[config.mk]
export PLATFORM = sky130hd
export DESIGN_NAME = page_two_list
export DESIGN_NICKNAME = d
export VERILOG_FILES = /design/src/rtl/page_two_list_pkg.sv /design/src/rtl/page_two_list_cam.sv /design/src/rtl/page_two_list.sv
export SDC_FILE = /design/constraint.sdc
export NUM_CORES = 1
export LEC_CHECK = 0
export BUFFER_PORTS_ARGS = -buffer_cell sky130_fd_sc_hd__buf_2
export CAP_MARGIN = 0
export CORE_MARGIN = 4
export CORE_UTILIZATION = 45
export CTS_CLUSTER_DIAMETER = 40
export CTS_CLUSTER_SIZE = 20
export DETAILED_ROUTE_END_ITERATION = 10
export PLACE_DENSITY = 0.7
export SLEW_MARGIN = 20
export SYNTH_ARGS = -nofsm -noshare
export SYNTH_HDL_FRONTEND = slang
export SYNTH_SLANG_ARGS = --single-unit
[constraint.sdc]
create_clock -name clk -period 3 [get_ports clk]
set_input_delay 0.6 -clock clk [delete_from_list [all_inputs] [get_ports clk]]
set_output_delay 0.6 -clock clk [all_outputs]
set_load 0.005 [all_outputs]
[src/rtl/page_two_list_pkg.sv]
package page_two_list_pkg;
  typedef enum logic [1:0] {
    LOC_NONE   = 2'b00,
    LOC_ACTIVE = 2'b01,
    LOC_SECOND = 2'b10
  } loc_e;

  function automatic logic [1:0] loc_code(input logic in_act, input logic in_sec);
    if (in_act)      return LOC_ACTIVE;
    else if (in_sec) return LOC_SECOND;
    else             return LOC_NONE;
  endfunction
endpackage

[src/rtl/page_two_list_cam.sv]
module page_two_list_cam #(
  parameter int N     = 4,
  parameter int TAG_W = 8,
  parameter int CNT_W = 3,
  parameter int IDX_W = 2
) (
  input  logic [N-1:0][TAG_W-1:0] ent,
  input  logic [CNT_W-1:0]        cnt,
  input  logic [TAG_W-1:0]        tag,
  output logic                    hit,
  output logic [IDX_W-1:0]        idx
);
  always_comb begin
    hit = 1'b0;
    idx = '0;
    for (int i = N - 1; i >= 0; i--) begin
      if ((CNT_W'(i) < cnt) && (ent[i] == tag)) begin
        hit = 1'b1;
        idx = IDX_W'(i);
      end
    end
  end
endmodule

[src/rtl/page_two_list.sv]
module page_two_list
  import page_two_list_pkg::*;
#(
  parameter int TAG_W = 8,
  parameter int ACT_N = 4,
  parameter int SC_N  = 2
) (
  input  logic             clk,
  input  logic             rst_n,
  input  logic             req_valid,
  input  logic [TAG_W-1:0] req_tag,
  output logic             done,
  output logic             hit_active,
  output logic             hit_second,
  output logic             miss,
  output logic             evict_valid,
  output logic [TAG_W-1:0] evict_tag,
  input  logic [TAG_W-1:0] q_tag,
  output logic [1:0]       q_loc,
  output logic             q_rw
);
  localparam int SC_D  = (SC_N > 0) ? SC_N : 1;
  localparam int AC_W  = $clog2(ACT_N + 1);
  localparam int SC_W  = $clog2(SC_D + 1);
  localparam int AI_W  = (ACT_N > 1) ? $clog2(ACT_N) : 1;
  localparam int SI_W  = (SC_D > 1) ? $clog2(SC_D) : 1;

  logic [ACT_N-1:0][TAG_W-1:0] act_q, act_d;
  logic [SC_D-1:0][TAG_W-1:0]  sc_q, sc_d;
  logic [AC_W-1:0]             acnt_q, acnt_d;
  logic [SC_W-1:0]             scnt_q, scnt_d;

  // named internal events
  logic             a_hit, s_hit, qa_hit, qs_hit;
  logic [AI_W-1:0]  a_idx, qa_idx;
  logic [SI_W-1:0]  s_idx, qs_idx;
  logic             a_full, s_full, fault, ev_d;
  logic [TAG_W-1:0] ovf_tag, evt_d;

  assign a_full  = (acnt_q == AC_W'(ACT_N));
  assign s_full  = (scnt_q == SC_W'(SC_N));
  assign fault   = req_valid && !a_hit;
  assign ovf_tag = act_q[ACT_N-1];

  page_two_list_cam #(.N(ACT_N), .TAG_W(TAG_W), .CNT_W(AC_W), .IDX_W(AI_W)) u_cam_act (
    .ent(act_q), .cnt(acnt_q), .tag(req_tag), .hit(a_hit), .idx(a_idx));
  page_two_list_cam #(.N(ACT_N), .TAG_W(TAG_W), .CNT_W(AC_W), .IDX_W(AI_W)) u_cam_qact (
    .ent(act_q), .cnt(acnt_q), .tag(q_tag), .hit(qa_hit), .idx(qa_idx));

  generate
    if (SC_N > 0) begin : g_second
      page_two_list_cam #(.N(SC_D), .TAG_W(TAG_W), .CNT_W(SC_W), .IDX_W(SI_W)) u_cam_sec (
        .ent(sc_q), .cnt(scnt_q), .tag(req_tag), .hit(s_hit), .idx(s_idx));
      page_two_list_cam #(.N(SC_D), .TAG_W(TAG_W), .CNT_W(SC_W), .IDX_W(SI_W)) u_cam_qsec (
        .ent(sc_q), .cnt(scnt_q), .tag(q_tag), .hit(qs_hit), .idx(qs_idx));
    end else begin : g_fifo_only
      assign s_hit  = 1'b0;
      assign s_idx  = '0;
      assign qs_hit = 1'b0;
      assign qs_idx = '0;
    end
  endgenerate

  assign q_loc = loc_code(qa_hit, qs_hit);
  assign q_rw  = qa_hit;

  always_comb begin
    act_d  = act_q;
    sc_d   = sc_q;
    acnt_d = acnt_q;
    scnt_d = scnt_q;
    ev_d   = 1'b0;
    evt_d  = '0;
    if (fault) begin
      if (s_hit) begin
        // pull the page out of the second list
        for (int i = 0; i < SC_D - 1; i++)
          if (i >= int'(s_idx)) sc_d[i] = sc_q[i + 1];
        scnt_d = scnt_q - 1'b1;
        if (a_full) begin
          for (int i = SC_D - 1; i >= 1; i--) sc_d[i] = sc_d[i - 1];
          sc_d[0] = ovf_tag;
          scnt_d  = scnt_q;
        end else begin
          acnt_d = acnt_q + 1'b1;
        end
      end else if (!a_full) begin
        acnt_d = acnt_q + 1'b1;
      end else if (SC_N == 0) begin
        ev_d  = 1'b1;
        evt_d = ovf_tag;
      end else begin
        if (s_full) begin
          ev_d  = 1'b1;
          evt_d = sc_q[SC_D-1];
        end else begin
          scnt_d = scnt_q + 1'b1;
        end
        for (int i = SC_D - 1; i >= 1; i--) sc_d[i] = sc_q[i - 1];
        sc_d[0] = ovf_tag;
      end
      for (int i = ACT_N - 1; i >= 1; i--) act_d[i] = act_q[i - 1];
      act_d[0] = req_tag;
    end
  end

  always_ff @(posedge clk or negedge rst_n) begin
    if (!rst_n) begin
      act_q       <= '0;
      sc_q        <= '0;
      acnt_q      <= '0;
      scnt_q      <= '0;
      done        <= 1'b0;
      hit_active  <= 1'b0;
      hit_second  <= 1'b0;
      miss        <= 1'b0;
      evict_valid <= 1'b0;
      evict_tag   <= '0;
    end else begin
      act_q       <= act_d;
      sc_q        <= sc_d;
      acnt_q      <= acnt_d;
      scnt_q      <= scnt_d;
      done        <= req_valid;
      hit_active  <= req_valid && a_hit;
      hit_second  <= fault && s_hit;
      miss        <= fault && !s_hit;
      evict_valid <= ev_d;
      evict_tag   <= evt_d;
    end
  end

  // ---------------- assertions ----------------
  assert_one_outcome_R1: assert property (@(posedge clk) disable iff (!rst_n)
    done |-> ($countones({hit_active, hit_second, miss}) == 1));
  assert_quiet_idle_R1: assert property (@(posedge clk) disable iff (!rst_n)
    !done |-> !(hit_active || hit_second || miss || evict_valid));
  assert_active_hit_still_R2: assert property (@(posedge clk) disable iff (!rst_n)
    hit_active |-> (act_q == $past(act_q)) && (acnt_q == $past(acnt_q))
                   && (scnt_q == $past(scnt_q)) && !evict_valid);
  assert_second_hit_no_evict_R3: assert property (@(posedge clk) disable iff (!rst_n)
    hit_second |-> !evict_valid && (act_q[0] == $past(req_tag)));
  assert_miss_head_R4: assert property (@(posedge clk) disable iff (!rst_n)
    miss |-> (act_q[0] == $past(req_tag)));
  assert_evict_only_full_R5: assert property (@(posedge clk) disable iff (!rst_n)
    evict_valid |-> miss && $past(a_full) && $past(s_full));
  assert_count_bounds_R5: assert property (@(posedge clk) disable iff (!rst_n)
    (acnt_q <= AC_W'(ACT_N)) && (scnt_q <= SC_W'(SC_N)));
  assert_query_rw_R7: assert property (@(posedge clk) disable iff (!rst_n)
    q_rw |-> (q_loc == 2'b01));
endmodule

==> reports/metrics.yaml, run 1 <==
endpoint_kind: "output port"
p_int_mw: 2.15
place.gp.congestion: 0.991
yosysMostFrequentCell: "dfrtp_1"
rsz0062_at_grt: "false"
cts_buffers: 9
synth_edf_count: 0
ys.flop_type: "dfrtp_1"
cp.arrival_ns: 2.27
path_clk_slew_ns: 0.07
insertedDiodeCount: 0
finalCritPeriodShare_pct: 95.6
cts_buffer_depth: 2
p_leak_nw: 1.86
dp_hpwl_mm: 6.43
maxCapViolations: 0
final_cell_count_no_fill: 475
initialDrtViolationCount: 98
syn_nets: 359
postSynthAreaPerCell_um2: 11.5
switching_share_pct: 35.4
cts-hold-fix-buffers: 0
drt_wl_total_mm: 8.25
grt_max_degree: 43
critical_path_buf_inv_count: 3
insertion_delay_ns: 0.35
cts-root-buf: "clkbuf_8"
core_um2: 8260
dieArea_um2: 10100
vias_per_cell: 5.34
power_density_nw_per_um2: 782
gr-usage-all-layers_pct: 17.8
peakVddDrop_v: 0.000375
synth_top_area_cell: "dfrtp_1"
dp.cells: 460
cts_tree: "built"
hold_viol_final: 0
rows: 33
num_vias: 2538
grt_pass1_wl_mm: 13.8
syn_to_final_growth_pct: 10.6
critPathMaxFanout: 5
die_h_um: 100
whs_ns: 0.393
period_needed_ns: 2.87
ys_types: 33
switchingPower_mw: 1.18
ios: 35
netlist_area_um2: 3850
wire_per_inst_um: 17.4
critical_path_class: "primary input to output port"
first_pass_iters: 4
start_util_pct: 46.6
synth_commonest_cells: "dfrtp_1 (66), xnor2_1 (51), xor2_1 (47), mux2_2 (34), nor4_1 (12)"
die_x_um: 100
clock_skew_ns: 0.00910
synth-seq-cells: 66
slowest_stage: "nor4_1"
slew_viol_final: 0
layout-drive-gt1-share_pct: 28.4
setup_viol: 0
grt_pass1_vias: 2728
synthArstFlopShare_pct: 100
crit_chain: "buf_2 -> buf_4 -> xor2_1 -> nor4_1 -> nand3_1 -> nor4_1 -> a31oi_1 -> o311ai_2 -> nor2_1 -> buf_2"
detail-route-antenna-nets: 0
run_status: "finished clean"
port_buffers: 34
grt.overflow.total: 0
ys_seq_area_share_pct: 42.9
critPathTopFamily: "simple AND/OR/NAND/NOR gates"
critPathMaxStageDelay_ns: 0.32
ys_warn_count: 0
clockPowerShare_pct: 21.6
cts_htree_levels: 3
cp.required_ns: 2.40
synth_area_leaders: "dfrtp_1 (43%), xnor2_1 (12%), xor2_1 (11%)"
slew_headroom_pct: 37.5
min-delay-path-class: "primary input to register"
fmax_mhz: 349
combinationalPowerShare_pct: 32.8
finalNetCount: 390
cp-start-kind: "primary input"
drcViolationCount: 0
syn_inst: 335
synth_top_cell_area_share_pct: 42.9
antenna_found_initial: 0
cts.sinks: 66
power.share.sequential_pct: 45.6
tightest_slew_ns: 0.937
-- power groups by stage --
stage	Sequential, mW	Combinational [mW]	Clock [mW]
finish	1.52	1.09	0.718
global route	1.56	1.21	0.775
CTS	1.51	1.10	0.737
detailed placement	1.53	1.10	0
global placement	1.51	1.07	0
floorplan	1.41	0.914	0
-- worst paths after layout --
| check | from | end | slack [ns] | cells past startpoint |
|---|---|---|---|---|
| min in group asynchronous | rst_n | act_q[20]$_DFFE_PN0P_ | 0.40 | 1 |
| hold reg to reg | scnt_q[1]$_DFFE_PN0P_ | scnt_q[1]$_DFFE_PN0P_ | 0.54 | 1 |
| setup / recovery | q_tag[4] | q_loc[1] | 0.13 | 10 |
| max in group asynchronous | rst_n | act_q[14]$_DFFE_PN0P_ | 1.86 | 2 |
| setup reg to reg | act_q[21]$_DFFE_PN0P_ | sc_q[15]$_DFFE_PN0P_ | 0.55 | 7 |
| hold / removal | req_valid | done$_DFF_PN0_ | 0.39 | 1 |
-- routing by layer --
metal  up-vias  part of all wire [%]  GRT usage, %
met3        18                   4.0          5.12
met5         -                     0             0
met2        57                    48          29.0
met1      1251                    45          22.6
li1       1212                     -             -
met4         0                   2.9          6.32
-- through the flow --
step	worst slack, ns	cell area [um^2]	utilization, %	setup TNS, ns	power (mW)
6_report	0.132	4250	51.5	0	3.33
4_1_cts	0.145	4250	51.5	0	3.35
5_1_grt	0.0354	4250	51.5	0	3.54
3_3_place_gp	-0.0649	4060	49.2	-0.158	2.58
3_5_place_dp	-0.180	4060	49.2	-0.491	2.63
2_1_floorplan	0.295	3850	-	0	2.32
-- cell usage in the layout (no fill, tap or decap), types with 10 or more instances in the layout --
| cell type | count |
|---|---|
| nand4_1 | 10 |
| xor2_1 | 47 |
| buf_4 | 13 |
| xnor2_1 | 51 |
| clkbuf_8 | 10 |
| buf_2 | 34 |
| nor4_1 | 12 |
| dfrtp_1 | 66 |
| mux2_2 | 34 |
-- worst register-to-register path, stage by stage, from the launching register on --
cell and delay [ns]:
dfrtp_1 0.44, xor2_1 0.16, nor4_1 0.28, nand3_1 0.11, nor4_1 0.37, or4_4 0.22, or2_1 0.40, mux2_4 0.35
-- cell type report --
| class | count | area, um^2 |
|---|---|---|
| multi-input cells | 237 | 2000 |
| clock buffers | 12 | 145 |
| clock inverters | 3 | 40.0 |
| inverters | 5 | 18.8 |
| flip-flops and latches | 66 | 1650 |
| fillers | 767 | 4000 |
| well taps | 105 | 131 |
| repair buffers | 47 | 268 |
-- sequential cells by signal, indices dropped and copies added, names as in the netlist --
signal and cells:
acnt_q 3, evict_valid 1, ovf_tag 8, hit_active 1
scnt_q 2, sc_q 16, miss 1, act_q 24
hit_second 1, evict_tag 8, done 1
-- cells by family (layout without fill, tap and decap cells) --
family          count (synthesis)  in the layout  share of synthesized area [%]
buf+inv                        32             67                           5.30
fa+ha+maj                       5              5                           1.63
mux                            42             42                           13.1
compound gates                 28             28                           5.43
xor+xnor                       98             98                           22.3
flops                          66             66                           42.9
simple gates                   64             64                           9.33
-- repair_timing --
| action | in CTS | in global routing |
|---|---|---|
| setup buffers | 0 | 0 |
| setup endpoints to repair | 3 | 0 |
| resized for setup | 2 | 0 |
| endpoints found under the hold margin | 0 | 0 |
Note: power is estimated with default switching activity, not from simulation.
==> run 2, diff against run 1 <==
MAX_ROUTING_LAYER = met4   (was unset)
SETUP_SLACK_MARGIN = 0.3   (was unset)
==> run 2 against run 1 <==
Net effect:
- clock power increased by 16%
- critical path depth decreased by 1
- highest routed layer unchanged
- largest power group unchanged
- sequential share of layout area is 0.78 points lower
- clock-buffer cell count fell by 1
- worst hold slack lost 0.098 ns
- non-clock buffer count decreased by 1
- via count grew 0.67%
==> reports/metrics.yaml, run 2 (same netlist as run 1, synthesis figures left out) <==
slowest_stage: "nor4_1"  # unchanged
ios: 35  # unchanged
p_leak_nw: 1.88  # was 1.86 nW
cp.arrival_ns: 2.03  # was 2.27 ns
die_x_um: 100  # unchanged
largest_register_ffs: 24  # unchanged
drcViolationCount: 0  # unchanged
slew_headroom_pct: 51.1  # was 37.5%
wire_per_inst_um: 17.8  # was 17.4 um
finalNetCount: 389  # was 390
period_needed_ns: 2.63  # was 2.87 ns
first_pass_iters: 4  # unchanged
initialDrtViolationCount: 124  # was 98
fmax_mhz: 380  # was 349 MHz
layout-drive-gt1-share_pct: 30.3  # was 28.4%
cts-root-buf: "clkbuf_8"  # unchanged
port_buffers: 34  # unchanged
dp_hpwl_mm: 6.21  # was 6.43 mm
hold_viol_final: 0  # unchanged
pre_cts_ws_ns: 0.195  # was -0.180 ns
rr_endpoint: "sc_q[3]$_DFFE_PN0P_"  # was sc_q[15]$_DFFE_PN0P_
max_flop_register: "act_q"  # unchanged
critical_path_class: "primary input to output port"  # unchanged
min-delay-path-class: "primary input to asynchronous set/reset pin"  # was primary input to register
setup_ws_ns: 0.368  # was 0.132 ns
rows: 33  # unchanged
drt_wl_total_mm: 8.46  # was 8.25 mm
maxCapViolations: 0  # unchanged
cts.sinks: 66  # unchanged
final_cell_count_no_fill: 475  # unchanged
critPathMaxFanout: 5  # unchanged
grt_pass1_vias: 2676  # was 2728
multi_input_area_um2: 2040  # was 2000 um^2
crit_chain: "buf_2 -> buf_4 -> xnor2_1 -> nand4_1 -> nor4_1 -> a31oi_1 -> o311ai_4 -> nor2_1 -> buf_2"  # was buf_2 -> buf_4 -> xor2_1 -> nor4_1 -> nand3_1 -> nor4_1 -> a31oi_1 -> o311ai_2 -> nor2_1 -> buf_2
finalCritPeriodShare_pct: 87.7  # was 95.6%
top_regs: "act_q (24), sc_q (16)"  # unchanged
cts_tree: "built"  # unchanged
gr-usage-all-layers_pct: 18.8  # was 17.8%
endpoint_kind: "output port"  # unchanged
cts_buffer_depth: 2  # unchanged
cp-start-kind: "primary input"  # unchanged
slew_viol_final: 0  # unchanged
r2r_start: "act_q[17]$_DFFE_PN0P_"  # was act_q[21]$_DFFE_PN0P_
cts_htree_levels: 3  # unchanged
start_util_pct: 46.6  # unchanged
setup_tns_ns: 0  # unchanged
critPathMaxStageDelay_ns: 0.31  # was 0.32 ns
path_clk_slew_ns: 0.08  # was 0.07 ns
reg2reg_slack_ns: 0.53  # was 0.55 ns
startpoint: "q_tag[2]"  # was q_tag[4]
vias_per_cell: 5.38  # was 5.34
setup_viol: 0  # unchanged
grt_pass1_wl_mm: 14.2  # was 13.8 mm
place.gp.congestion: 0.905  # was 0.991
core_um2: 8260  # unchanged
rsz0062_at_grt: "true"  # was false
regArea_um2: 1650  # about the same
insertion_delay_ns: 0.36  # was 0.35 ns
final_common_cell: "dfrtp_1"  # unchanged
cp.required_ns: 2.40  # about the same
cts-hold-fix-buffers: 0  # unchanged
detail-route-antenna-nets: 0  # unchanged
dieArea_um2: 10100  # unchanged
antenna_found_initial: 0  # unchanged
die_h_um: 100  # unchanged
run_status: "finished clean"  # unchanged
insertedDiodeCount: 0  # unchanged
dp.cells: 455  # was 460
fillers: 742  # was 767
fin_util_pct: 52.6  # was 51.5%
peakVddDrop_v: 0.000292  # was 0.000375 V
cpMostUsedCell: "buf_2"
cts_buffers: 9  # unchanged
ff2ff_path_depth: 9  # was 7
power_density_nw_per_um2: 802  # was 782 nW/um^2
grt.overflow.total: 0  # unchanged
tightest_slew_ns: 0.733  # was 0.937 ns
syn_to_final_growth_pct: 12.9  # was 10.6%
grt_max_degree: 48  # was 43
most-common-layout-cells: "dfrtp_1 (65), xnor2_1 (51), xor2_1 (47)"  # was dfrtp_1 (66), xnor2_1 (51), xor2_1 (47)
num_vias: 2555  # was 2538
clock_skew_ns: 0.00833  # was 0.00910 ns
[run 2: final cells by class]
| type | count | share of cell area, % |
|---|---|---|
| inverters | 5 | 0.432 |
| clock buffers | 11 | 3.25 |
| multi-input cells | 237 | 46.9 |
| repair buffers | 46 | 6.57 |
| clock inverters | 5 | 1.79 |
| flip-flops and latches | 66 | 38.0 |
| well taps | 105 | 3.02 |
[run 2: layer usage]
metal | routed length (um) | global-route usage [%]
met2 | 3960 | 28.8
met3 | 415 | 2.98
met1 | 3890 | 24.8
met4 | 184 | 7.98
met5 | 0 | -
[run 2: worst max path at each step]
stage | end | cells after the start
floorplan | q_loc[0] | 8
global placement | q_loc[1] | 7
detailed placement | sc_q[12]$_DFFE_PN0P_ | 8
CTS | q_loc[1] | 6
global route | q_loc[1] | 8
finish | q_loc[1] | 9
[run 2: report_power, final]
group	leakage [nW]	internal [mW]	total [mW]	switching, mW
clock	0.109	0.488	0.835	0.347
sequential	0.808	1.14	1.51	0.373
combinational	0.963	0.633	1.14	0.504
[run 2: repair_timing]
action | 4_1_cts | 5_1_grt
pin swaps | 5 | 2
buffers inserted | 1 | 3
setup endpoints to repair | 3 | 19
resized for setup | 4 | 4
[run 2: through the flow]
step                hold slack, ns  power (mW)  instance area, um^2
finish                       0.295        3.48                 4340
floorplan                    0.304        2.32                 3850
global route                 0.378        3.69                 4340
CTS                          0.324        3.47                 4300
global placement             0.529        2.58                 4050
detailed placement           0.547        2.61                 4050
[run 2: worst max-delay path, delay by kind of cell]
kind	cells	cell delay [ns]
compound gates	2	0.34
buf+inv	3	0.42
simple gates	3	0.50
xor+xnor	1	0.17
